===== src/rtl/lreq_encoder.sv =====
module lreq_encoder #(
  parameter int ADDR_W     = 4,
  parameter int DATA_W     = 8,
  parameter int ISO_TX_WIN = 8,
  parameter int ISO_RX_WIN = 4,
  parameter int IMM_WIN    = 4
) (
  input  logic              clk,
  input  logic              rst_n,
  input  logic              req_valid,
  input  logic [2:0]        req_type,
  input  logic [ADDR_W-1:0] req_addr,
  input  logic [DATA_W-1:0] req_data,
  input  logic              req_accel,
  output logic              req_ready,
  output logic              req_drop,
  input  logic              ctl_idle,
  input  logic              ctl_rx,
  input  logic              ev_tx_cyc,
  input  logic              ev_rx_cyc,
  input  logic              ev_rx_own,
  input  logic              crc_err,
  output logic              lreq,
  output logic              busy
);
  localparam int FW   = 5 + ADDR_W + DATA_W;
  localparam int CW   = $clog2(FW + 1);
  localparam int WMAX = (ISO_TX_WIN > ISO_RX_WIN) ?
                        ((ISO_TX_WIN > IMM_WIN) ? ISO_TX_WIN : IMM_WIN) :
                        ((ISO_RX_WIN > IMM_WIN) ? ISO_RX_WIN : IMM_WIN);
  localparam int WW   = $clog2(WMAX + 1);
  localparam logic [2:0] T_IMM = 3'd0, T_ISO = 3'd1, T_PRI = 3'd2, T_FAIR = 3'd3,
                         T_RD = 3'd4, T_WR = 3'd5, T_ACC = 3'd6, T_RSV = 3'd7;
  localparam logic [WW-1:0] TX_LOAD  = WW'(ISO_TX_WIN - 1);
  localparam logic [WW-1:0] RX_LOAD  = WW'(ISO_RX_WIN - 1);
  localparam logic [WW-1:0] IMM_LOAD = WW'(IMM_WIN - 1);

  logic              pend, busy_q, lreq_q, idle_q, drop_q;
  logic [2:0]        p_type;
  logic [ADDR_W-1:0] p_addr;
  logic [DATA_W-1:0] p_data;
  logic              p_accel;
  logic [FW-1:0]     sh, frm;
  logic [CW-1:0]     cnt, flen;
  logic [WW-1:0]     iso_win, imm_win, iso_next;
  logic              accept, bad, arb_fair, iso_open, imm_open, can_go;
  logic              start, abort_rx, withdraw;

  assign req_ready = !pend && !busy_q;
  assign accept    = req_valid && req_ready;
  assign bad       = (req_type == T_RSV) || (req_type == T_RD);
  assign arb_fair  = (p_type == T_PRI) || (p_type == T_FAIR);
  assign iso_open  = ev_tx_cyc || ev_rx_cyc || (iso_win != '0);
  assign imm_open  = ev_rx_own || (imm_win != '0);
  assign start     = pend && !busy_q && can_go;
  assign abort_rx  = busy_q && ctl_rx && arb_fair;
  assign withdraw  = pend && (p_type == T_IMM) && crc_err;
  assign lreq      = lreq_q;
  assign busy      = busy_q;
  assign req_drop  = drop_q;

  always_comb begin
    unique case (p_type)
      T_PRI, T_FAIR: can_go = ctl_idle && idle_q && !ctl_rx;
      T_ISO:         can_go = iso_open;
      T_IMM:         can_go = imm_open && !crc_err;
      default:       can_go = 1'b1;
    endcase
  end

  always_comb begin
    frm    = '0;
    frm[0] = 1'b1;
    frm[1] = p_type[2];
    frm[2] = p_type[1];
    frm[3] = p_type[0];
    if (p_type == T_WR) begin
      for (int i = 0; i < ADDR_W; i++) frm[4 + i] = p_addr[ADDR_W - 1 - i];
      for (int i = 0; i < DATA_W; i++) frm[4 + ADDR_W + i] = p_data[DATA_W - 1 - i];
      flen = CW'(FW);
    end else if (p_type == T_ACC) begin
      frm[4] = p_accel;
      flen   = CW'(6);
    end else begin
      flen   = CW'(5);
    end
  end

  always_comb begin
    iso_next = (iso_win != '0) ? iso_win - 1'b1 : '0;
    if (ev_rx_cyc && RX_LOAD > iso_next) iso_next = RX_LOAD;
    if (ev_tx_cyc && TX_LOAD > iso_next) iso_next = TX_LOAD;
  end

  always_ff @(posedge clk) begin
    if (!rst_n) begin
      pend    <= 1'b0;
      busy_q  <= 1'b0;
      lreq_q  <= 1'b0;
      idle_q  <= 1'b0;
      drop_q  <= 1'b0;
      p_type  <= T_WR;
      p_addr  <= '0;
      p_data  <= '0;
      p_accel <= 1'b0;
      sh      <= '0;
      cnt     <= '0;
      iso_win <= '0;
      imm_win <= '0;
    end else begin
      drop_q  <= 1'b0;
      idle_q  <= ctl_idle;
      iso_win <= iso_next;
      if (ev_rx_own)           imm_win <= IMM_LOAD;
      else if (imm_win != '0)  imm_win <= imm_win - 1'b1;
      if (accept) begin
        if (bad) drop_q <= 1'b1;
        else begin
          pend    <= 1'b1;
          p_type  <= req_type;
          p_addr  <= req_addr;
          p_data  <= req_data;
          p_accel <= req_accel;
        end
      end
      if (withdraw) begin
        pend   <= 1'b0;
        busy_q <= 1'b0;
        lreq_q <= 1'b0;
        drop_q <= 1'b1;
      end else if (abort_rx) begin
        busy_q <= 1'b0;
        lreq_q <= 1'b0;
      end else if (start) begin
        busy_q <= 1'b1;
        lreq_q <= frm[0];
        sh     <= frm >> 1;
        cnt    <= flen - 1'b1;
      end else if (busy_q) begin
        if (cnt == '0) begin
          busy_q <= 1'b0;
          lreq_q <= 1'b0;
          pend   <= 1'b0;
        end else begin
          lreq_q <= sh[0];
          sh     <= sh >> 1;
          cnt    <= cnt - 1'b1;
        end
      end
    end
  end

  p_line_quiet_r5: assert property (@(posedge clk) disable iff (!rst_n) !busy |-> !lreq);
  p_ready_busy_r5: assert property (@(posedge clk) disable iff (!rst_n) busy |-> !req_ready);
  p_start_bit_r2:  assert property (@(posedge clk) disable iff (!rst_n) $rose(busy) |-> lreq);
  p_no_bad_r6:     assert property (@(posedge clk) disable iff (!rst_n)
                     $rose(busy) |-> (p_type != T_RSV) && (p_type != T_RD));
  p_fair_idle_r7:  assert property (@(posedge clk) disable iff (!rst_n)
                     $rose(busy) && arb_fair |-> $past(ctl_idle) && idle_q);
  p_rx_cut_r8:     assert property (@(posedge clk) disable iff (!rst_n)
                     busy && ctl_rx && arb_fair |=> !busy && !req_ready);
  p_crc_drop_r11:  assert property (@(posedge clk) disable iff (!rst_n)
                     crc_err && !req_ready && p_type == T_IMM |=> !busy && req_drop && req_ready);
endmodule


===== config.mk =====
export PLATFORM = sky130hd
export DESIGN_NAME = lreq_encoder
export DESIGN_NICKNAME = d
export VERILOG_FILES = /design/src/rtl/lreq_encoder.sv
export SDC_FILE = /design/constraint.sdc
export NUM_CORES = 1
export LEC_CHECK = 0
export CAP_MARGIN = 10
export CORE_ASPECT_RATIO = 0.75
export CORE_MARGIN = 8
export CORE_UTILIZATION = 55
export DETAILED_ROUTE_END_ITERATION = 12
export PLACE_DENSITY = 0.86
export SLEW_MARGIN = 20
export SYNTH_ARGS = -nofsm -noshare
export SYNTH_HDL_FRONTEND = slang
export SYNTH_SLANG_ARGS = --single-unit

===== constraint.sdc =====
create_clock -name clk -period 4.4 [get_ports clk]
set_clock_uncertainty 0.15 [all_clocks]
set_input_delay 0.44 -clock clk [delete_from_list [all_inputs] [get_ports clk]]
set_output_delay 0.44 -clock clk [all_outputs]
set_load 0.005 [all_outputs]

Word level (Yosys, flattened, before mapping)

Cells that the tools add are included.
W data, S select, Z words.

Output and inout bits: 4
Memories kept: 0
Logic and storage cells: 100
Register bits: 51
RAM bits: 0
Bits of input ports: 25
Memory bits (read-only): 0
Bits in latches: 0

Equal/unequal tests: 8
Bitwise logic cells: 4
$mul: 0
Order comparisons: 2
$add $sub $neg: 4
Multiplexer cells: 32
Divide/modulo/power cells: 0
Reduce and logical (&&, ||, !) cells: 35
Shift-type cells: 0

Operators by type and width:

| operator              | count |
|---|---|
| $mux W17              | 3 |
| $mux W5               | 4 |
| $mux W1               | 17 |
| $logic_and A1 B1 Y1   | 13 |
| $eq A3 B3 Y1 const B  | 4 |
| $mux W11              | 1 |
| $sub A5 B1 Y5 const B | 2 |
| $mux W4               | 2 |
| $reduce_bool A4 Y1    | 2 |
| $reduce_or A2 Y1      | 4 |
| $sub A4 B1 Y4 const B | 2 |
| $eq A3 B2 Y1 const B  | 2 |
| $mux W2               | 3 |
| $logic_not A5 Y1      | 1 |
| $logic_or A1 B1 Y1    | 5 |
| $gt A2 B4 Y1 const A  | 1 |
| $gt A3 B4 Y1 const A  | 1 |
| $logic_not A1 Y1      | 4 |
| $not A1 Y1            | 4 |
| $reduce_and A4 Y1     | 1 |
| $reduce_bool A2 Y1    | 2 |
| $eq A3 B1 Y1 const B  | 1 |
| $logic_not A3 Y1      | 1 |
| $mux W3               | 1 |
| other kinds (4)       | 4 |

Depth between registers and ports, before layout

Gate-level depths: netlist (run 1).

Depth after elaboration: 8
Depth in mapped cells: 12
Depth with buffers taken out: 10

Least setup slack after synthesis (run 1)

No wires, ideal clock.

Kind: reg-to-reg
Start point: register imm_win[0]
End point: register cnt[2]
Library setup time: 0.092 ns
Period minus slack after synthesis: 2.744 ns
Setup slack: 1.656 ns
Cell stages (with the launch flop): 12
Arrival: 2.502 ns
Buffers on the path: 2
Data required time: 4.158 ns
Cells stage by stage: dfxtp_1 > inv_1 > ha_1 > or3b_1 > clkbuf_1 > o21a_1 > o41ai_4 > buf_2 > a21oi_1 > ha_1 > o21a_1 > o32ai_1

Longest elaborated chain between the ends: 7
Elaborated cells between the ends (all ways): 9
Classes of those cells: eq/ne (1); mux (2); reduce/logical (6)

Ends and longest elaborated chain:

| what                                                                       | RTL line | RTL |
|---|---|---|
| start, declared                                                            | 45       | `logic [WW-1:0] iso_win, imm_win, iso_next;` |
| start signal, assigned                                                     | 115      | `else if (imm_win != '0) imm_win <= imm_win - 1'b1;` |
| $reduce_bool A4 Y1 *                                                       | 54       | `assign imm_open = ev_rx_own \|\| (imm_win != '0);` |
| $logic_or A1 B1 Y1 *                                                       | 54       |  |
| $logic_and A1 B1 Y1 *                                                      | 66       | `T_IMM: can_go = imm_open && !crc_err;` |
| $pmux W1 S3 *                                                              | 63       | `unique case (p_type)` |
| $logic_and A1 B1 Y1 *                                                      | 55       | `assign start = pend && !busy_q && can_go;` |
| $ne A2 B2 Y1 (no source line) / $reduce_bool A2 Y1 (equally long branches) | -        |  |
| $reduce_and A4 Y1 (no source line)                                         | -        |  |
| end signal, assigned                                                       | 138      | `cnt <= flen - 1'b1;` |
| end signal, assigned                                                       | 147      | `cnt <= cnt - 1'b1;` |
| end, declared                                                              | 44       | `logic [CW-1:0] cnt, flen;` |

Every way passes the cells marked *; elsewhere a longest branch is shown, timed or not.
A chain may end at the register's enable or synchronous reset.

Final worst setup path (run 1)

Start point: register imm_win[0]
End point: register cnt[4]

The elaborated chain is that of the path after synthesis.

==> results of run 1 <==
-- power breakdown --
group | switching, mW | leakage [nW] | internal [mW] | total (mW)
Clock | 0.145 | 0.0374 | 0.112 | 0.257
Combinational | 0.174 | 0.513 | 0.145 | 0.319
Sequential | 0.0479 | 0.403 | 0.511 | 0.559
Total | 0.367 | 0.953 | 0.768 | 1.14
-- cells in the mapped netlist, types with 2 or more instances --
cell type / number
dfxtp_1: 49
nor2_1: 30
a21oi_1: 24
mux2i_1: 18
o21ai_0: 15
nand2_1: 13
a22oi_1: 11
clkbuf_1: 8
inv_1: 8
nor3_1: 6
nor2b_1: 4
a211oi_1: 3
buf_2: 3
ha_1: 3
o21a_1: 3
a21o_1: 2
a41oi_1: 2
and2_1: 2
and4b_1: 2
buf_6: 2
nand2b_1: 2
nand4_1: 2
o22ai_1: 2
xnor2_1: 2
-- worst max-delay path, cell delays in order (launching register included) --
cell	delay, ns
dfxtp_1	0.31
inv_1	0.11
ha_1	0.19
or3b_1	0.46
o21a_1	0.24
o41ai_4	0.72
a21o_1	0.25
ha_1	0.28
nand4_1	0.11
a21oi_1	0.18
o22ai_1	0.09
-- cells by family (layout without fill, tap and decap cells) --
kind of cell	count (synthesis)	count (layout)	share of synthesized area
buf+inv	22	45	0.04756
flops	49	49	0.4548
fa+ha+maj	3	3	0.01740
compound gates	73	73	0.2268
xor+xnor	3	3	0.01218
mux	18	18	0.08353
simple gates	70	70	0.1578
-- flip-flops by register name, indices dropped and copies added (netlist names) --
name and cells:
busy 1, sh 15, idle_q 1, p_addr 4, p_type 3, cnt 5, imm_win 4, pend 1
req_drop 1, p_accel 1, p_data 8, lreq 1, iso_win 4
-- area by class of cell --
type / count / area (um^2) / area share
Multi-Input combinational cell: 167 / 1089 / 0.4286
Sequential cell: 49 / 980.9 / 0.3862
Timing Repair Buffer: 29 / 287.8 / 0.1133
Clock buffer: 6 / 72.57 / 0.02857
Tap cell: 52 / 65.06 / 0.02562
Inverter: 8 / 30.03 / 0.01182
Clock inverter: 2 / 15.01 / 0.005911
-- worst max path at each step --
stage / start / end / slack, ns / cells after the start
floorplan: imm_win[0]$_SDFFE_PN0N_ / cnt[2]$_SDFFE_PN0P_ / 1.66 / 11
global placement: ev_rx_cyc / cnt[4]$_SDFFE_PN0P_ / 1.18 / 9
detailed placement: ev_rx_cyc / cnt[4]$_SDFFE_PN0P_ / 1.18 / 9
CTS: imm_win[0]$_SDFFE_PN0N_ / sh[1]$_SDFFE_PN0P_ / 1.22 / 8
global route: imm_win[0]$_SDFFE_PN0N_ / cnt[4]$_SDFFE_PN0P_ / 0.94 / 10
finish: imm_win[0]$_SDFFE_PN0N_ / cnt[4]$_SDFFE_PN0P_ / 1.16 / 10
-- metal layers --
layer  routed length (um)  vias up
li1                     -      903
met1                 2280      840
met2                 2117       47
met3                  241        4
met4                   35        0
met5                    0        -
==> results.txt, run 1 <==
fillcell total = 318
# port buffers = 28
Fin Hold WS = 0.3208 ns
DP HPWL = 3250 um
layer with the highest usage = met2
Worst Max-Slew Pin Slew = 0.9784 ns
layout cells sized above 1 = 0.04981
relative slew slack = 0.3470
Hold Path Depth = 2
grt ovf = 0
RSZ-0062 raised after global routing = no
setup slack after layout = 1.160 ns
Antenna Cells = 0
H-tree levels = 2
root buffer cell = clkbuf_8
Syn Area/Cell = 9.063 um^2
Final Cell Area = 2540 um^2
CP max FO = 13
Sinks on Clock Net = 49
Crit path arrival time = 3.24 ns
chip width = 88.32 um
Syn Std Cell Area = 2157 um^2
drt pass-1 iters = 4
Post-CTS Resized = 0
maximum VDD drop = 0.2870 mV
Reg2Reg Setup Slack = 1.16 ns
Fmax achieved = 0.3087 GHz
Lkg Pwr = 0.9530 nW
detailed-route wire length per cell = 14.93 um
reg2reg end = cnt[4]$_SDFFE_PN0P_
Worst Hold End = cnt[4]$_SDFFE_PN0P_
Synth area leaders = dfxtp_1 45%, mux2i_1 8.4%, a21oi_1 5.6%, nor2_1 5.2%, a22oi_1 3.8%
Nets = 288
Syn. warnings = 0
Via density = 5.732
status = finished, final reports clean
final estimated routing congestion in global placement = 0.8153
Starting DRT DRC Count = 130
cell row count = 19
Starting Density = 0.5816
CP endpoint kind = register
Setup Buffers After CTS = 0
clock-pin slew on the worst setup and hold paths = 0.08 ns
final hold viol count = 0
EDFF count, synth = 0
post-route setup TNS = 0 ns
Final ANT Viol Nets = 0
CP startpoint kind = register
Final setup viols = 0
Detailed Route WL = 4674 um
Hold Startpoint = cnt[4]$_SDFFE_PN0P_
Seq/Total Area, Yosys = 0.4548
Slew Viols, Final = 0
Area after DPL = 2445 um^2
CTS tree = built
Cells after Synth = 238
count of cell types in the netlist = 46
placed cell count = 305
Finished Layout Cells = 313
top_reg_cell synth = dfxtp_1
clock latency on the worst-skew pair = 0.30 ns
Hold Crit Class = register to register
area leader, netlist = dfxtp_1
#FFs+latches synth = 49
GR Util met1 = 0.2181
GR met3 Demand/Resource = 0.04673
Core Util, Final = 0.6849
R2R Path Start = imm_win[0]$_SDFFE_PN0N_
die height = 70.24 um
GRT met2 Usage = 0.2291
most common cell after layout, fill and taps aside = dfxtp_1
clock buffer depth = 2
first-pass GRT wire length = 7907 um
via count = 1794
Worst Setup Slack post-DPL = 1.175 ns
Tmin final = 3.240 ns
period utilisation layout = 0.7363
reported max-cap violation count = 0
initial antenna violation count = 0
Total Routing Usage GR = 0.1576
CP required = 4.40 ns
pwr dens = 447.1 nW/um^2
Post-Syn Nets = 266
DRC viols = 0
CORE AREA = 3709 um^2
cts bufs inserted = 5
Hold Buf Count CTS = 0
Synth top area share = 0.4548
worst reg2reg path depth = 10
Async SR Flop Fraction = 0
IO Count = 29
Final Power = 1.136 mW
die area = 6203 um^2
critical path type = register to register
most frequent cells in the layout = 49 x dfxtp_1, 30 x nor2_1, 28 x clkdlybuf4s50_1
vias in the first global route = 1654
largest net degree at the start of global routing = 34
area delta synth->final = 17.75%
(Power assumes the default switching activity.)
==> run 2: changes to the inputs <==
--- a/config.mk
+++ b/config.mk
@@ -8,9 +8,9 @@
 export CAP_MARGIN = 10
 export CORE_ASPECT_RATIO = 0.75
 export CORE_MARGIN = 8
-export CORE_UTILIZATION = 55
+export CORE_UTILIZATION = 49
 export DETAILED_ROUTE_END_ITERATION = 12
-export PLACE_DENSITY = 0.86
+export PLACE_DENSITY = 0.81
 export SLEW_MARGIN = 20
 export SYNTH_ARGS = -nofsm -noshare
 export SYNTH_HDL_FRONTEND = slang
==> constraint.sdc (replaced) <==
create_clock -name clk -period 2.73 [get_ports clk]
set_clock_uncertainty 0.15 [all_clocks]
set_input_delay 0.273 -clock clk [delete_from_list [all_inputs] [get_ports clk]]
set_output_delay 0.273 -clock clk [all_outputs]
set_load 0.005 [all_outputs]
==> run 2 against run 1 <==
  * Utilization decreased by 9.1 points
  * Power increased by 63%
  * Wire length unchanged
  * Sequential share of layout area decreased by 0.54 points
  * Critical path type unchanged
  * Largest power group unchanged
  * Sequential power increased by 61%
  * Highest routed layer unchanged
  * Non-clock buffer count increased by 6
==> results.txt, run 2 (synthesis gave the netlist of run 1 again) <==
status = finished, final reports clean
Hold Crit Class = register to register
R2R Path Start = imm_win[0]$_SDFFE_PN0N_
relative slew slack = 0.3691 (+0.02209)
pwr dens = 720.5 nW/um^2 (+61%)
Slew Viols, Final = 0 (unchanged)
Antenna Cells = 0 (unchanged)
Finished Layout Cells = 323 (+3.2%)
first-pass GRT wire length = 7755 um (-1.9%)
Via density = 5.573 (-2.8%)
reg2reg end = cnt[4]$_SDFFE_PN0P_
CTS tree = built
Lkg Pwr = 0.9807 nW (+2.9%)
Detailed Route WL = 4674 um (unchanged)
initial antenna violation count = 0 (unchanged)
detailed-route wire length per cell = 14.47 um (-3.1%)
final hold viol count = 0 (unchanged)
Worst Hold End = sh[14]$_SDFFE_PN0P_
Largest Register = sh
register area = 980.9 um^2 (unchanged)
Starting Density = 0.4975 (-0.08410)
most common cell after layout, fill and taps aside = dfxtp_1
grt ovf = 0 (unchanged)
placed cell count = 315 (+3.3%)
Final setup viols = 0 (unchanged)
CP required = 2.74 ns (-1.66 ns)
worst reg2reg path depth = 10 (unchanged)
IO Count = 29 (unchanged)
Hold Startpoint = p_data[0]$_SDFFE_PN0P_
via count = 1800 (+0.33%)
reported max-cap violation count = 0 (unchanged)
clock buffer depth = 2 (unchanged)
CP endpoint kind = register
most frequent cells in the layout = 49 x dfxtp_1, 30 x nor2_1, 28 x clkdlybuf4s50_1
clock-pin slew on the worst setup and hold paths = 0.09 ns (about the same)
root buffer cell = clkbuf_8
Sinks on Clock Net = 49 (unchanged)
vias in the first global route = 1682 (+1.7%)
CP startpoint kind = register
clock latency on the worst-skew pair = 0.31 ns (about the same)
layout cells sized above 1 = 0.07519 (+0.02538)
period utilisation layout = 0.9407 (+0.2044)
Largest register FFs = 15 (unchanged)
DRC viols = 0 (unchanged)
H-tree levels = 2 (unchanged)
Hold Path Depth = 2 (unchanged)
Crit path arrival time = 2.58 ns (-0.66 ns)
chip width = 92.62 um (+4.9%)
RSZ-0062 raised after global routing = no
maximum VDD drop = 0.3855 mV (+34%)
# port buffers = 28 (unchanged)
area of the multi-input gates = 1076 um^2 (-1.1%)
CORE AREA = 4335 um^2 (+17%)
die area = 6804 um^2 (+9.7%)
drt pass-1 iters = 4 (unchanged)
Worst Max-Slew Pin Slew = 0.9453 ns (-0.03310 ns)
critical path type = register to register
Total Routing Usage GR = 0.1433 (-0.01434)
Reg2Reg Setup Slack = 0.16 ns (-1.00 ns)
Hold Buf Count CTS = 0 (unchanged)
cell row count = 21 (+2)
die height = 73.46 um (+4.6%)
Nets = 294 (+2.1%)
CP max FO = 6 (-7)
fillcell total = 394 (+24%)
post-route setup TNS = 0 ns (unchanged)
Final ANT Viol Nets = 0 (unchanged)
Starting DRT DRC Count = 115 (-12%)
Regs by FF count = sh x15, p_data x8, cnt x5
Fmax achieved = 0.3894 GHz (+26%)
area delta synth->final = 19.43%
largest net degree at the start of global routing = 34 (unchanged)
Tmin final = 2.568 ns (-0.6715 ns)
cts bufs inserted = 5 (unchanged)
final estimated routing congestion in global placement = 0.8091 (-0.76%)
DP HPWL = 3170 um (-2.5%)
[run 2: repair_timing]
item / in CTS / in global routing
gates resized for setup: 0 / 1
setup buffers: 0 / 1
setup endpoints to repair: 0 / 2
[run 2: per-stage QoR]
step                      setup WS, ns  cell area [um^2]  power (mW)  hold WS [ns]    util
final                           0.1619              2576       1.856        0.3153  0.5942
after floorplan                0.01101              2160       1.290        0.2000       -
after global placement         0.04880              2481       1.415        0.2956  0.5723
after CTS                    0.0004281              2566       1.855        0.3192  0.5919
after global routing          0.002159              2576       1.959        0.3239  0.5942
after detailed placement      0.002117              2481       1.429        0.3062  0.5723
[run 2: how the worst max path moves through the flow]
stage	startpoint	end	slack [ns]
after floorplan	imm_win[0]$_SDFFE_PN0N_	cnt[4]$_SDFFE_PN0P_	0.01
after CTS	imm_win[0]$_SDFFE_PN0N_	cnt[4]$_SDFFE_PN0P_	0.0004
after detailed placement	ev_rx_cyc	cnt[4]$_SDFFE_PN0P_	0.002
after global placement	ev_rx_cyc	cnt[4]$_SDFFE_PN0P_	0.05
after global routing	imm_win[0]$_SDFFE_PN0N_	cnt[4]$_SDFFE_PN0P_	0.002
final	imm_win[0]$_SDFFE_PN0N_	cnt[4]$_SDFFE_PN0P_	0.16
[run 2: per-layer routing]
layer / wire [um] / GRT usage / vias to the layer above
met1: 2317 / 0.1820 / 831
met3: 235 / 0.04082 / 8
li1: - / - / 917
met4: 85 / 0.08007 / 0
met2: 2036 / 0.2136 / 44
met5: 0 / 0 / -
[run 2: cell type report]
class | count | share of cell area
clock buffer | 5 | 0.02671
tap | 57 | 0.02768
inverter | 8 | 0.01166
sequential | 49 | 0.3808
timing repair buffer | 35 | 0.1292
clock inverter | 2 | 0.006314
multi-input combinational | 167 | 0.4177
[run 2: worst max-delay path, stage by stage (launching register included)]
cell and delay (ns):
dfxtp_1 0.31, inv_1 0.10, ha_1 0.17, or3b_1 0.37, o21a_1 0.21, o41ai_4 0.29, a21o_1 0.21, ha_2 0.25
nand4_1 0.10, a21oi_1 0.16, o22ai_1 0.09
[run 2: power breakdown]
part	total (mW)	internal [mW]	leakage [nW]	switching, mW
clock network	0.423	0.177	0.0402	0.246
logic	0.532	0.252	0.538	0.280
registers	0.901	0.824	0.403	0.0775
total	1.86	1.25	0.981	0.604
